--- config.mk ---
export PLATFORM = sky130hd
export DESIGN_NAME = fs_adc_host
export DESIGN_NICKNAME = d
export VERILOG_FILES = /design/src/rtl/fsadc_pkg.sv /design/src/rtl/fsadc_datapath.sv /design/src/rtl/fsadc_ctrl.sv /design/src/rtl/fs_adc_host.sv
export SDC_FILE = /design/constraint.sdc
export NUM_CORES = 1
export LEC_CHECK = 0
export BUFFER_PORTS_ARGS = -buffer_cell sky130_fd_sc_hd__buf_2
export CAP_MARGIN = 20
export CORE_UTILIZATION = 45
export DETAILED_ROUTE_END_ITERATION = 12
export PLACE_DENSITY = 0.76
export SYNTH_ARGS = -nofsm -noshare
export SYNTH_HDL_FRONTEND = slang
export SYNTH_SLANG_ARGS = --single-unit
--- constraint.sdc ---
create_clock -name clk -period 5.3 [get_ports clk]
set_input_delay 0.265 -clock clk [delete_from_list [all_inputs] [get_ports clk]]
set_output_delay 0.265 -clock clk [all_outputs]
set_load 0.05 [all_outputs]
--- src/rtl/fsadc_pkg.sv ---
`timescale 1ns/100ps
package fsadc_pkg;

  typedef enum logic [2:0] {
    ST_IDLE,
    ST_LEAD,
    ST_XFER,
    ST_TRAIL,
    ST_GAP
  } ctlState_t;

  // Strobes from the sequencer to the datapath, all single-cycle.
  typedef struct packed {
    logic clearDiv;
    logic loadCmd;
    logic sclkSet;
    logic sclkClr;
    logic shiftOut;
    logic capture;
    logic latchResult;
  } dpStrobe_t;

endpackage

--- src/rtl/fsadc_datapath.sv ---
`timescale 1ns/100ps
module fsadc_datapath
  import fsadc_pkg::*;
#(
  parameter int WORD_BITS = 16,
  parameter int DIV_W     = 8,
  parameter int MIN_HALF  = 4
) (
  input  logic                 clk,
  input  logic                 rstN,
  input  dpStrobe_t            strb,
  input  logic [DIV_W-1:0]     halfDiv,
  input  logic [WORD_BITS-1:0] cmdIn,
  input  logic                 adcSdo,
  output logic                 tick,
  output logic                 adcSclk,
  output logic                 adcSdi,
  output logic [WORD_BITS-1:0] result
);

  localparam logic [DIV_W-1:0] MIN_HALF_V = DIV_W'(MIN_HALF);
  localparam logic [DIV_W-1:0] ONE_V      = DIV_W'(1);

  logic [DIV_W-1:0]     halfReg;
  logic [DIV_W-1:0]     halfCnt;
  logic [DIV_W-1:0]     halfSel;
  logic [WORD_BITS-1:0] txShift;
  logic [WORD_BITS-1:0] rxShift;

  // requested half period, raised to the floor that keeps the
  // serial clock within the converter's rate limit.
  always_comb halfSel = (halfDiv < MIN_HALF_V) ? MIN_HALF_V : halfDiv;

  always_comb tick = (halfCnt == (halfReg - ONE_V)) && !strb.clearDiv;

  always_ff @(posedge clk or negedge rstN) begin
    if (!rstN) begin
      halfReg <= MIN_HALF_V;
      halfCnt <= '0;
    end else begin
      if (strb.loadCmd) halfReg <= halfSel;
      if (strb.clearDiv || tick) halfCnt <= '0;
      else                       halfCnt <= halfCnt + ONE_V;
    end
  end

  always_ff @(posedge clk or negedge rstN) begin
    if (!rstN)             adcSclk <= 1'b0;
    else if (strb.sclkSet) adcSclk <= 1'b1;
    else if (strb.sclkClr) adcSclk <= 1'b0;
  end

  // command leaves MSB first, advancing on rising edges.
  always_ff @(posedge clk or negedge rstN) begin
    if (!rstN)              txShift <= '0;
    else if (strb.loadCmd)  txShift <= cmdIn;
    else if (strb.shiftOut) txShift <= {txShift[WORD_BITS-2:0], 1'b0};
  end
  assign adcSdi = txShift[WORD_BITS-1];

  // result enters MSB first on falling edges.
  always_ff @(posedge clk or negedge rstN) begin
    if (!rstN) begin
      rxShift <= '0;
      result  <= '0;
    end else begin
      if (strb.capture)     rxShift <= {rxShift[WORD_BITS-2:0], adcSdo};
      if (strb.latchResult) result  <= rxShift;
    end
  end

  assert_half_floor_R7: assert property (@(posedge clk) disable iff (!rstN)
    (strb.sclkSet || strb.sclkClr) |-> (halfCnt + ONE_V >= MIN_HALF_V));

  assert_sclk_edge_on_tick_R7: assert property (@(posedge clk) disable iff (!rstN)
    (strb.sclkSet || strb.sclkClr) |-> tick);

  assert_no_set_clr_clash_R2: assert property (@(posedge clk) disable iff (!rstN)
    !(strb.sclkSet && strb.sclkClr));

endmodule

--- src/rtl/fsadc_ctrl.sv ---
`timescale 1ns/100ps
module fsadc_ctrl
  import fsadc_pkg::*;
#(
  parameter int WORD_BITS = 16,
  parameter int SPACE_W   = 16,
  parameter int TO_W      = 16
) (
  input  logic               clk,
  input  logic               rstN,
  input  logic               start,
  input  logic               csHold,
  input  logic [SPACE_W-1:0] minSpacing,
  input  logic [TO_W-1:0]    irqTimeout,
  input  logic               tick,
  input  logic               adcInt,
  output dpStrobe_t          strb,
  output logic               busy,
  output logic               done,
  output logic               timeoutErr,
  output logic               adcCsN,
  output logic               adcFs
);

  localparam int HALVES = 2 * WORD_BITS;
  localparam int IDX_W  = $clog2(HALVES);
  localparam logic [IDX_W-1:0] IDX_LAST = IDX_W'(HALVES - 1);
  localparam logic [IDX_W-1:0] IDX_FS   = IDX_W'(1);

  ctlState_t          state;
  logic [IDX_W-1:0]   halfIdx;
  logic [1:0]         intSync;
  logic               intPrev;
  logic               intRise;
  logic               intSeen;
  logic [SPACE_W-1:0] spaceCnt;
  logic               spaceOk;
  logic [TO_W-1:0]    toCnt;
  logic               timedOut;
  logic               gateOpen;
  logic               fsRise;

  always_comb begin
    intRise  = intSync[1] && !intPrev;
    spaceOk  = (spaceCnt >= minSpacing);
    timedOut = (toCnt >= irqTimeout);
    gateOpen = spaceOk && intSeen;
    fsRise   = (state == ST_LEAD) && tick;
    busy     = (state != ST_IDLE);
  end

  always_comb begin
    strb = '0;
    unique case (state)
      ST_IDLE: if (start) begin
        strb.clearDiv = 1'b1;
        strb.loadCmd  = 1'b1;
      end
      ST_LEAD: if (tick) strb.sclkSet = 1'b1;
      ST_XFER: if (tick) begin
        if (!halfIdx[0]) begin
          strb.sclkClr = 1'b1;
          strb.capture = 1'b1;
        end else if (halfIdx != IDX_LAST) begin
          strb.sclkSet  = 1'b1;
          strb.shiftOut = 1'b1;
        end
      end
      ST_TRAIL: ;
      ST_GAP: if (gateOpen || timedOut) strb.latchResult = 1'b1;
      default: ;
    endcase
  end

  always_ff @(posedge clk or negedge rstN) begin
    if (!rstN) begin
      state      <= ST_IDLE;
      adcCsN     <= 1'b1;
      adcFs      <= 1'b0;
      halfIdx    <= '0;
      intSync    <= '0;
      intPrev    <= 1'b0;
      intSeen    <= 1'b0;
      spaceCnt   <= '0;
      toCnt      <= '0;
      done       <= 1'b0;
      timeoutErr <= 1'b0;
    end else begin
      intSync <= {intSync[0], adcInt};
      intPrev <= intSync[1];
      done    <= 1'b0;

      if (fsRise)       intSeen <= 1'b0;
      else if (intRise) intSeen <= 1'b1;

      if (fsRise)        spaceCnt <= '0;
      else if (!spaceOk) spaceCnt <= spaceCnt + SPACE_W'(1);

      unique case (state)
        ST_IDLE: begin
          adcCsN <= !csHold;
          if (start) begin
            adcCsN     <= 1'b0;
            timeoutErr <= 1'b0;
            state      <= ST_LEAD;
          end
        end
        ST_LEAD: if (tick) begin
          adcFs   <= 1'b1;
          halfIdx <= '0;
          state   <= ST_XFER;
        end
        ST_XFER: if (tick) begin
          halfIdx <= halfIdx + IDX_W'(1);
          if (halfIdx == IDX_FS)   adcFs <= 1'b0;
          if (halfIdx == IDX_LAST) state <= ST_TRAIL;
        end
        ST_TRAIL: if (tick) begin
          adcCsN <= !csHold;
          toCnt  <= '0;
          state  <= ST_GAP;
        end
        ST_GAP: begin
          if (!timedOut) toCnt <= toCnt + TO_W'(1);
          if (gateOpen || timedOut) begin
            done       <= 1'b1;
            timeoutErr <= !gateOpen;
            state      <= ST_IDLE;
          end
        end
        default: state <= ST_IDLE;
      endcase
    end
  end

  assert_fs_after_cs_R5: assert property (@(posedge clk) disable iff (!rstN)
    $rose(adcFs) |-> !$past(adcCsN));

  assert_fs_only_in_xfer_R6: assert property (@(posedge clk) disable iff (!rstN)
    adcFs |-> (state == ST_XFER));

  assert_capture_cs_low_R4: assert property (@(posedge clk) disable iff (!rstN)
    strb.capture |-> !adcCsN);

  assert_done_single_R11: assert property (@(posedge clk) disable iff (!rstN)
    done |=> !done);

  assert_done_not_busy_R11: assert property (@(posedge clk) disable iff (!rstN)
    done |-> !busy);

  assert_gate_before_done_R9: assert property (@(posedge clk) disable iff (!rstN)
    (done && !timeoutErr) |-> (intSeen && spaceOk));

  assert_cs_hold_idle_R8: assert property (@(posedge clk) disable iff (!rstN)
    ((state == ST_IDLE) && $past(state == ST_IDLE) && $past(csHold) && !$past(start)) |-> !adcCsN);

endmodule

--- src/rtl/fs_adc_host.sv ---
`timescale 1ns/100ps
module fs_adc_host
  import fsadc_pkg::*;
#(
  parameter int WORD_BITS = 16,
  parameter int DIV_W     = 8,
  parameter int MIN_HALF  = 4,
  parameter int SPACE_W   = 16,
  parameter int TO_W      = 16
) (
  input  logic                 clk,
  input  logic                 rstN,
  input  logic                 start,
  input  logic [WORD_BITS-1:0] cmdIn,
  input  logic [DIV_W-1:0]     halfDiv,
  input  logic                 csHold,
  input  logic [SPACE_W-1:0]   minSpacing,
  input  logic [TO_W-1:0]      irqTimeout,
  output logic                 busy,
  output logic                 done,
  output logic [WORD_BITS-1:0] result,
  output logic                 timeoutErr,
  output logic                 adcCsN,
  output logic                 adcSclk,
  output logic                 adcFs,
  output logic                 adcSdi,
  input  logic                 adcSdo,
  input  logic                 adcInt
);

  dpStrobe_t strb;
  logic      tick;

  fsadc_ctrl #(
    .WORD_BITS(WORD_BITS),
    .SPACE_W  (SPACE_W),
    .TO_W     (TO_W)
  ) uCtrl (
    .clk       (clk),
    .rstN      (rstN),
    .start     (start),
    .csHold    (csHold),
    .minSpacing(minSpacing),
    .irqTimeout(irqTimeout),
    .tick      (tick),
    .adcInt    (adcInt),
    .strb      (strb),
    .busy      (busy),
    .done      (done),
    .timeoutErr(timeoutErr),
    .adcCsN    (adcCsN),
    .adcFs     (adcFs)
  );

  fsadc_datapath #(
    .WORD_BITS(WORD_BITS),
    .DIV_W    (DIV_W),
    .MIN_HALF (MIN_HALF)
  ) uDp (
    .clk    (clk),
    .rstN   (rstN),
    .strb   (strb),
    .halfDiv(halfDiv),
    .cmdIn  (cmdIn),
    .adcSdo (adcSdo),
    .tick   (tick),
    .adcSclk(adcSclk),
    .adcSdi (adcSdi),
    .result (result)
  );

endmodule

# Word level (Yosys, flattened, before mapping)
# Cells that the tools add are included.
dict set report word_totals {
  regBits 113
  in_bits 62
  output_inout_bits 23
  word_cells 111
}
dict set report op_classes {
  eq_ne 17
  n_reduce_logical 25
  n_lt_le_gt_ge 3
  muxes 44
  n_addsub 5
}
# cell count
set op_table {}
lappend op_table {{two-way mux 16 bit} 6}
lappend op_table {{adder 16 x 1 -> 16 bit (second input constant)} 2}
lappend op_table {{greater-or-equal comparator 16 bit} 2}
lappend op_table {{one-hot mux 16 bit (2 select lines)} 1}
lappend op_table {{two-way mux 3 bit} 7}
lappend op_table {{two-way mux 1 bit} 17}
lappend op_table {{two-way mux 8 bit} 2}
lappend op_table {{one-hot mux 3 bit (5 select lines)} 1}
lappend op_table {{nonzero test 2 bit} 7}
lappend op_table {{!= test 2 x 1 -> 1 bit (second input constant)} 6}
lappend op_table {{two-way mux 5 bit} 2}
lappend op_table {{one-hot mux 5 bit (2 select lines)} 1}
lappend op_table {{AND reduction 3 bit} 3}
lappend op_table {{adder 8 x 1 -> 8 bit (second input constant)} 1}
lappend op_table {{== test 8 bit} 1}
lappend op_table {{< comparator 8 x 3 -> 1 bit (second input constant)} 1}
lappend op_table {{one-hot mux 1 bit (2 select lines)} 4}
lappend op_table {{subtractor 8 x 1 -> 8 bit (second input constant)} 1}
lappend op_table {{== test 3 x 2 -> 1 bit (second input constant)} 2}
lappend op_table {{!= test 2 bit (second input constant)} 3}
lappend op_table {{AND reduction 6 bit} 1}
lappend op_table {{adder 5 x 1 -> 5 bit (second input constant)} 1}
lappend op_table {{== test 5 x 1 -> 1 bit (second input constant)} 1}
lappend op_table {{== test 5 bit (second input constant)} 1}
lappend op_table {{other kinds (12)} 20}

# Depth between registers and ports, before layout
# Gate-level depths: netlist of run 1.
dict set report depth {
  ltp_word 8
  mapped_depth 10
  ltp_nobuf 9
}

# Modules after synthesis
# Synthesis of run 1 repeated with hierarchy kept, for this count alone.
dict set report unflattened {
  hier_cells 610
  hier_area_um2 6159.7
}
# mod seq_area_each_um2 area_each_um2 n_inst cells_per_inst
set modules_own_cells {}
lappend modules_own_cells {fsadc_ctrl 1202.4 3258.1 1 369}
lappend modules_own_cells {fsadc_datapath 1627.8 2901.5 1 241}

# Worst setup path before layout of run 1
# OpenSTA, ideal clock, no wires.
dict set report synth_path {
  path_kind {reg-to-reg}
  from {register uCtrl.spaceCnt[5]}
  to {register uDp.result[0]}
  slack_ns 2.727
  period_less_slack_ns 2.573
  setup_time_ns 0.125
  arrival_ns 2.448
  required_ns 5.175
  stages_incl_launch_ff 10
  path_cell_list {dfrtp_1 -> ha_1 -> nand2_1 -> nor3_1 -> a21oi_1 -> o31ai_2 -> nand2_1 -> a21oi_2 -> buf_4 -> mux2_2}
}
# element line_no
set synth_rtl {}
lappend synth_rtl {{from (decl)} fsadc_ctrl.sv:36} ;# logic [SPACE_W-1:0] spaceCnt;
lappend synth_rtl {{from (signal assigned)} fsadc_ctrl.sv:97} ;# else if (!spaceOk) spaceCnt <= spaceCnt + SPACE_W'(1);
lappend synth_rtl {{to (signal assigned)} fsadc_datapath.sv:68} ;# if (strb.latchResult) result <= rxShift;
lappend synth_rtl {{to (decl)} fsadc_datapath.sv:18} ;# output logic [WORD_BITS-1:0] result

# Worst setup path in the final report of run 1
dict set report layout_path {
  from {register uDp.halfReg[0]}
  to {register uDp.rxShift[1]}
}
dict set report layout_via {
  elab_chain_len 5
}
# element line_no
set layout_lines {}
lappend layout_lines {{from (decl)} fsadc_datapath.sv:24} ;# logic [DIV_W-1:0] halfReg;
lappend layout_lines {{from (signal assigned)} fsadc_datapath.sv:41} ;# if (strb.loadCmd) halfReg <= halfSel;
lappend layout_lines {{subtractor 8 x 1 -> 8 bit} fsadc_datapath.sv:34} ;# always_comb tick = (halfCnt == (halfReg - ONE_V)) && !strb.clearDiv;
lappend layout_lines {{== test 8 bit} fsadc_datapath.sv:34}
lappend layout_lines {{logical AND 1 bit} fsadc_datapath.sv:34}
lappend layout_lines {{two-way mux 4 bit} fsadc_ctrl.sv:60} ;# ST_XFER: if (tick) begin
lappend layout_lines {{two-way mux 3 bit} fsadc_ctrl.sv:54} ;# unique case (state)
lappend layout_lines {{to (signal assigned)} fsadc_datapath.sv:67} ;# if (strb.capture) rxShift <= {rxShift[WORD_BITS-2:0], adcSdo};
lappend layout_lines {{to (decl)} fsadc_datapath.sv:28} ;# logic [WORD_BITS-1:0] rxShift;
# No other way between the ends.
# A chain may end at the register's enable or synchronous reset.

==> results.sh, run 1 <==
export IMPL_outcome="finished clean"
export IMPL_dpl_cell_area_um2=6660
export IMPL_reg2reg_to="uDp.rxShift[1]"
export IMPL_synthArstFlopShare=1.00
export IMPL_cts_clk_slew_worst_paths_ns=0.05
export IMPL_syn_area_per_cell_um2=10.1
export IMPL_cts_buffer_depth=2
export IMPL_syn_area_um2=6100
export IMPL_synth_xor_xnor_area_share=0.0603
export IMPL_grt_pass1_vias=4720
export IMPL_yosysMostFrequentCell="dfrtp_1"
export IMPL_min_path_cells=3
export IMPL_synth_top_area_share=0.455
export IMPL_drive_gt1_frac=0.232
export IMPL_power_total_mw=3.49
export IMPL_postLayoutSetupSlackWorst_ns=2.07
export IMPL_wl_per_cell_um=14.6
export IMPL_dpl_cell_count=846
export IMPL_whs_ns=0.0605
export IMPL_critPathMaxFanout=15
export IMPL_slew_headroom=0.280
export IMPL_hold_start="halfDiv[2]"
export IMPL_setup_viol=0
export IMPL_numCtsBuffers=17
export IMPL_multi_input_area_um2=2980
export IMPL_synth_area_leader_cell="dfrtp_1"
export IMPL_cts_root_buffer="clkbuf_16"
export IMPL_setup_tns_ns=0
export IMPL_port_buffers=84
export IMPL_ant_nets=0
export IMPL_synth_top_family_by_area="simple AND/OR/NAND/NOR gates"
export IMPL_yosys_area_share_simple=0.183
export IMPL_n_antenna_cell=0
export IMPL_synthesis_nets=705
export IMPL_slew_viol_final=0
export IMPL_end_kind="flip-flop"
export IMPL_grt_setup_unrepaired="false"
export IMPL_regToRegSetupSlack_ns=2.07
export IMPL_ys_seq_elements=113
export IMPL_io_pins=85
export IMPL_htree_num_levels=4
export IMPL_powerDensity_nw_per_um2=478
export IMPL_gr_total_overflow=0
export IMPL_synth_edf_count=0
export IMPL_fin_util=0.552
export IMPL_routed_wl_um=12900
export IMPL_start_util=0.461
export IMPL_hold_end="uDp.halfReg[2]"
export IMPL_pre_cts_ws_ns=2.11
export IMPL_final_cells=879
export IMPL_rows=42
export IMPL_synth_ff_type="dfrtp_1"
export IMPL_dr_first_iter_drc_count=351
export IMPL_muxShareOfSynthArea=0.0679
export IMPL_cts_tree="done"
export IMPL_synthDistinctLibCells=62
export IMPL_coreArea_um2=13200
export IMPL_yosys_top_cells_area="dfrtp_1 (46%), ha_1 (8.0%), mux2_2 (5.5%)"
export IMPL_die_w_um=118
export IMPL_die_area_um2=14000
export IMPL_hold_viol_final=0
export IMPL_ys_warn_count=0
export IMPL_postCtsResizedCells=0
export IMPL_post_cts_buffers=0
export IMPL_drt_vias_per_instance=5.35
export IMPL_synthTopCellsByCount="dfrtp_1 (111), nor2_1 (57), nand2_1 (56)"
export IMPL_startpoint_type="flip-flop"
export IMPL_nNetsFinal=792
export IMPL_fin_skew_ns=0.00989
export IMPL_hold_path_class="input port to flip-flop"
export IMPL_antenna_found_initial=0
export IMPL_dp_hpwl_um=9250
export IMPL_crit_type="flip-flop to flip-flop"
export IMPL_num_vias=4702
export IMPL_peakVddDrop_uv=255
export IMPL_finalCritPeriodShare=0.609
export IMPL_synth_seq_area_share=0.464
export IMPL_grtUsageTotal=0.195
export IMPL_dr_pass1_iters=5
export IMPL_synth_cells=604
export IMPL_rr_worst_depth=9
export IMPL_grt_max_degree=70
export IMPL_synth_compound_area_share=0.0973
export IMPL_drcViolationCount=0
export IMPL_timing_rr_start="uDp.halfReg[0]"
export IMPL_max_cap_viol_count=0
export IMPL_cp_required_ns=5.58
export IMPL_clk_latency_ns=0.41
export IMPL_period_needed_ns=3.23
export IMPL_cts_sinks=113
export IMPL_gp_congestion=0.808
export IMPL_synth_fa_ha_area_frac=0.0800
export IMPL_p_leak_nw=3.66
export IMPL_design_area_um2=7310
export IMPL_n_fill_cell=1140
export IMPL_max_freq_mhz=310
export IMPL_tightestPinTransition_ns=1.07
export IMPL_grt_pass1_wl_um=21900
export IMPL_area_growth_syn_to_layout_pct=19.9
export IMPL_die_h_um=118
export IMPL_seq_area_um2=2830
export IMPL_arrival_ns=3.51
==> worst max path at each step <==
stage / from / to / slack (ns)
after floorplan: uCtrl.spaceCnt[5] / uDp.result[0] / 2.73
after global placement: uCtrl.spaceCnt[5] / uDp.result[11] / 2.23
after detailed placement: uDp.halfReg[0] / uDp.rxShift[1] / 2.11
after CTS: uDp.halfReg[0] / uDp.rxShift[1] / 2.09
after global routing: uCtrl.spaceCnt[5] / uDp.result[3] / 1.80
final: uDp.halfReg[0] / uDp.rxShift[1] / 2.07
==> what timing repair did <==
item	in CTS	in global routing
hold buffers	2	0
endpoints found under the hold margin	14	0
setup endpoints to repair	0	0
==> cell families (layout without fill, tap and decap cells) <==
logic type | Yosys count | in the layout
xor+xnor | 42 | 42
simple gates | 217 | 217
flops | 113 | 113
compound gates | 86 | 86
fa+ha+maj | 39 | 39
mux | 37 | 37
buf+inv | 70 | 169
==> flip-flops by register name, summed over array words and instances (netlist names), 2 cells and up <==
| register | flops |
|---|---|
| uDp.halfReg | 8 |
| uDp.txShift | 16 |
| uCtrl.spaceCnt | 16 |
| uCtrl.halfIdx | 5 |
| uDp.halfCnt | 8 |
| uDp.result | 16 |
| uCtrl.toCnt | 16 |
| uCtrl.state | 3 |
| uCtrl.intSync | 2 |
| uDp.rxShift | 16 |
==> worst max-delay path, cell delays in order (launching register included) <==
cell       delay [ns]
dfrtp_1          0.42
inv_1            0.09
ha_1             0.18
nor3b_2          0.24
and3_1           0.20
o2111ai_1        0.17
a211oi_2         0.33
nand2_2          0.25
nor4_4           0.79
mux2_2           0.43
==> routing by layer <==
metal  up-vias  GRT usage  part of all wire
met2       124      0.335              0.50
met5         -          0                 0
met1      2274      0.233              0.44
met3        17     0.0478             0.046
li1       2287          -                 -
met4         0     0.0815             0.017
==> cells in the final DEF (no fill, tap or decap), drive strengths merged, types with 6 or more instances in the layout <==
cell	synthesis	final
nand2b	7	7
nand4	9	9
o21ai	22	22
and3	20	20
ha	39	39
clkinv	1	6
a221o	12	12
nor2	57	57
inv	48	48
dfrtp	111	111
xnor2	26	26
buf	10	87
nand3	18	18
clkbuf	11	20
a21oi	22	22
nor4	11	11
nor3	17	17
mux2	32	32
xor2	16	16
nand2	57	57
==> area by class of cell <==
class                           instances  area share
Multi-Input combinational cell        421       0.407
Clock inverter                         11      0.0255
Timing Repair Buffer                   89      0.0637
Tap cell                              176      0.0301
Clock buffer                           20      0.0611
Inverter                               49      0.0252
Sequential cell                       113       0.387
==> report_power, final <==
part	total, mW	switching, mW	leakage (nW)	internal, mW
registers	1.33	0.254	1.45	1.07
logic	0.951	0.548	1.90	0.403
clock network	1.22	0.377	0.310	0.839
(Power assumes the default switching activity.)
==> run 2: changes to the inputs <==
==> constraint.sdc (replaced) <==
create_clock -name clk -period 3.3 [get_ports clk]
set_input_delay 0.165 -clock clk [delete_from_list [all_inputs] [get_ports clk]]
set_output_delay 0.165 -clock clk [all_outputs]
set_load 0.05 [all_outputs]
==> run 2 against run 1 <==
Routed wire length up 5.6%. Worst setup slack got worse by 1.7 ns. Via count is 2.6% higher. Critical path type unchanged. Critical path depth is 1 lower. Clock skew barely moved. Cell count up 2.6%. Register-to-register slack got worse by 1.7 ns.
==> results.sh, run 2 (synthesis results as in run 1) <==
export IMPL_final_cells=902
export IMPL_cts_buffer_depth=2
export IMPL_powerDensity_nw_per_um2=760
export IMPL_slowest_delay_ns=0.78
export IMPL_hold_path_class="input port to flip-flop"
export IMPL_peakVddDrop_uv=386
export IMPL_dp_hpwl_um=9590
export IMPL_fin_util=0.570
export IMPL_cpMostUsedCell="nand2_1"
export IMPL_grt_setup_unrepaired="false"
export IMPL_die_area_um2=14000
export IMPL_arrival_ns=3.23
export IMPL_max_cap_viol_count=0
export IMPL_setup_viol=0
export IMPL_grtUsageTotal=0.209
export IMPL_grt_max_degree=68
export IMPL_outcome="finished clean"
export IMPL_dr_pass1_iters=5
export IMPL_ant_nets=0
export IMPL_area_growth_syn_to_layout_pct=23.8
export IMPL_numCtsBuffers=17
export IMPL_setup_tns_ns=0
export IMPL_gp_congestion=0.868
export IMPL_cts_sinks=113
export IMPL_mostFrequentLayoutCell="dfrtp_1"
export IMPL_p_leak_nw=3.77
export IMPL_drive_gt1_frac=0.238
export IMPL_cts_root_buffer="clkbuf_16"
export IMPL_routed_wl_um=13600
export IMPL_grt_pass1_wl_um=23400
export IMPL_wl_per_cell_um=15.1
export IMPL_end_kind="flip-flop"
export IMPL_start_util=0.461
export IMPL_postLayoutSetupSlackWorst_ns=0.356
export IMPL_grt_pass1_vias=5065
export IMPL_startpoint_type="flip-flop"
export IMPL_gr_total_overflow=0
export IMPL_fin_skew_ns=0.00971
export IMPL_die_w_um=118
export IMPL_drt_vias_per_instance=5.35
export IMPL_dpl_cell_count=854
export IMPL_die_h_um=118
export IMPL_tightestPinTransition_ns=0.938
export IMPL_n_antenna_cell=0
export IMPL_cts_tree="done"
export IMPL_num_vias=4825
export IMPL_slew_headroom=0.375
export IMPL_pre_cts_ws_ns=0.397
export IMPL_clk_latency_ns=0.41
export IMPL_period_needed_ns=2.94
export IMPL_rows=42
export IMPL_coreArea_um2=13200
export IMPL_design_area_um2=7550
export IMPL_antenna_found_initial=0
export IMPL_slowest_stage="a21oi_2"
export IMPL_port_buffers=84
export IMPL_cts_clk_slew_worst_paths_ns=0.05
export IMPL_dr_first_iter_drc_count=263
export IMPL_drcViolationCount=0
export IMPL_whs_ns=0.0998
export IMPL_nNetsFinal=814
export IMPL_io_pins=85
export IMPL_htree_num_levels=4
export IMPL_hold_viol_final=0
export IMPL_layout_common_cells="dfrtp_1 (111), buf_2 (83), nor2_1 (57), nand2_1 (56), inv_1 (48)"
export IMPL_finalCritPeriodShare=0.892
export IMPL_cp_required_ns=3.59
export IMPL_post_cts_buffers=0
export IMPL_slew_viol_final=0
export IMPL_max_freq_mhz=340
export IMPL_crit_type="flip-flop to flip-flop"
export IMPL_worstPathCellList="ha_1 > nand2_1 > nor3_1 > a21oi_1 > o31ai_2 > nand2_1 > a21oi_2 > mux2_2"
export IMPL_critPathMaxFanout=17
export IMPL_dpl_cell_area_um2=6720
export IMPL_power_total_mw=5.74
==> run 2: path summary, 6_finish.rpt <==
kind / start / to / slack (ns) / depth (start not counted)
worst max register to register: uCtrl.spaceCnt[5] / uDp.result[15] / 0.36 / 8
worst min register to register: uCtrl.intSync[0] / uCtrl.intSync[1] / 0.35 / 0
worst max-delay path: uCtrl.spaceCnt[5] / uDp.result[15] / 0.36 / 8
worst min-delay path: csHold / uCtrl.adcCsN / 0.1 / 3
min in group asynchronous: rstN / uDp.txShift[11] / 0.40 / 2
max in group asynchronous: rstN / uDp.halfReg[2] / 1.95 / 3
==> run 2: area by class of cell <==
cell class / instances / area (um2)
multi-input combinational: 421 / 2980
inverter: 49 / 184
timing repair buffer: 111 / 666
clock inverter: 9 / 175
clock buffer: 23 / 498
tap: 176 / 220
fill: 1101 / 5690
sequential: 113 / 2830
==> run 2: critical path, delay by kind of cell, from the launching register on <==
family                   cells  cell delay (ns)
flip-flops                   1             0.43
AND/OR/NAND/NOR              3             0.41
adder cells (fa/ha/maj)      1             0.33
AO/OA/AOI/OAI                3             1.23
multiplexers                 1             0.43
==> run 2: what timing repair did <==
action	CTS	global route
hold endpoints to repair	79	0
gates resized for setup	0	0
hold buffers	16	0
==> run 2: power breakdown <==
part	internal, mW	total, mW	leakage [nW]	switching [mW]
Clock	1.44	2.05	0.325	0.609
Sequential	1.72	2.09	1.45	0.366
Combinational	0.676	1.61	2.00	0.930
Total	3.84	5.74	3.77	1.91
==> run 2: routing by layer <==
layer | track usage | vias up | share of wire
met4 | 0.0934 | 0 | 0.021
met1 | 0.246 | 2342 | 0.43
met5 | 0 | - | 0
met2 | 0.368 | 118 | 0.51
met3 | 0.0420 | 23 | 0.042
li1 | - | 2342 | -
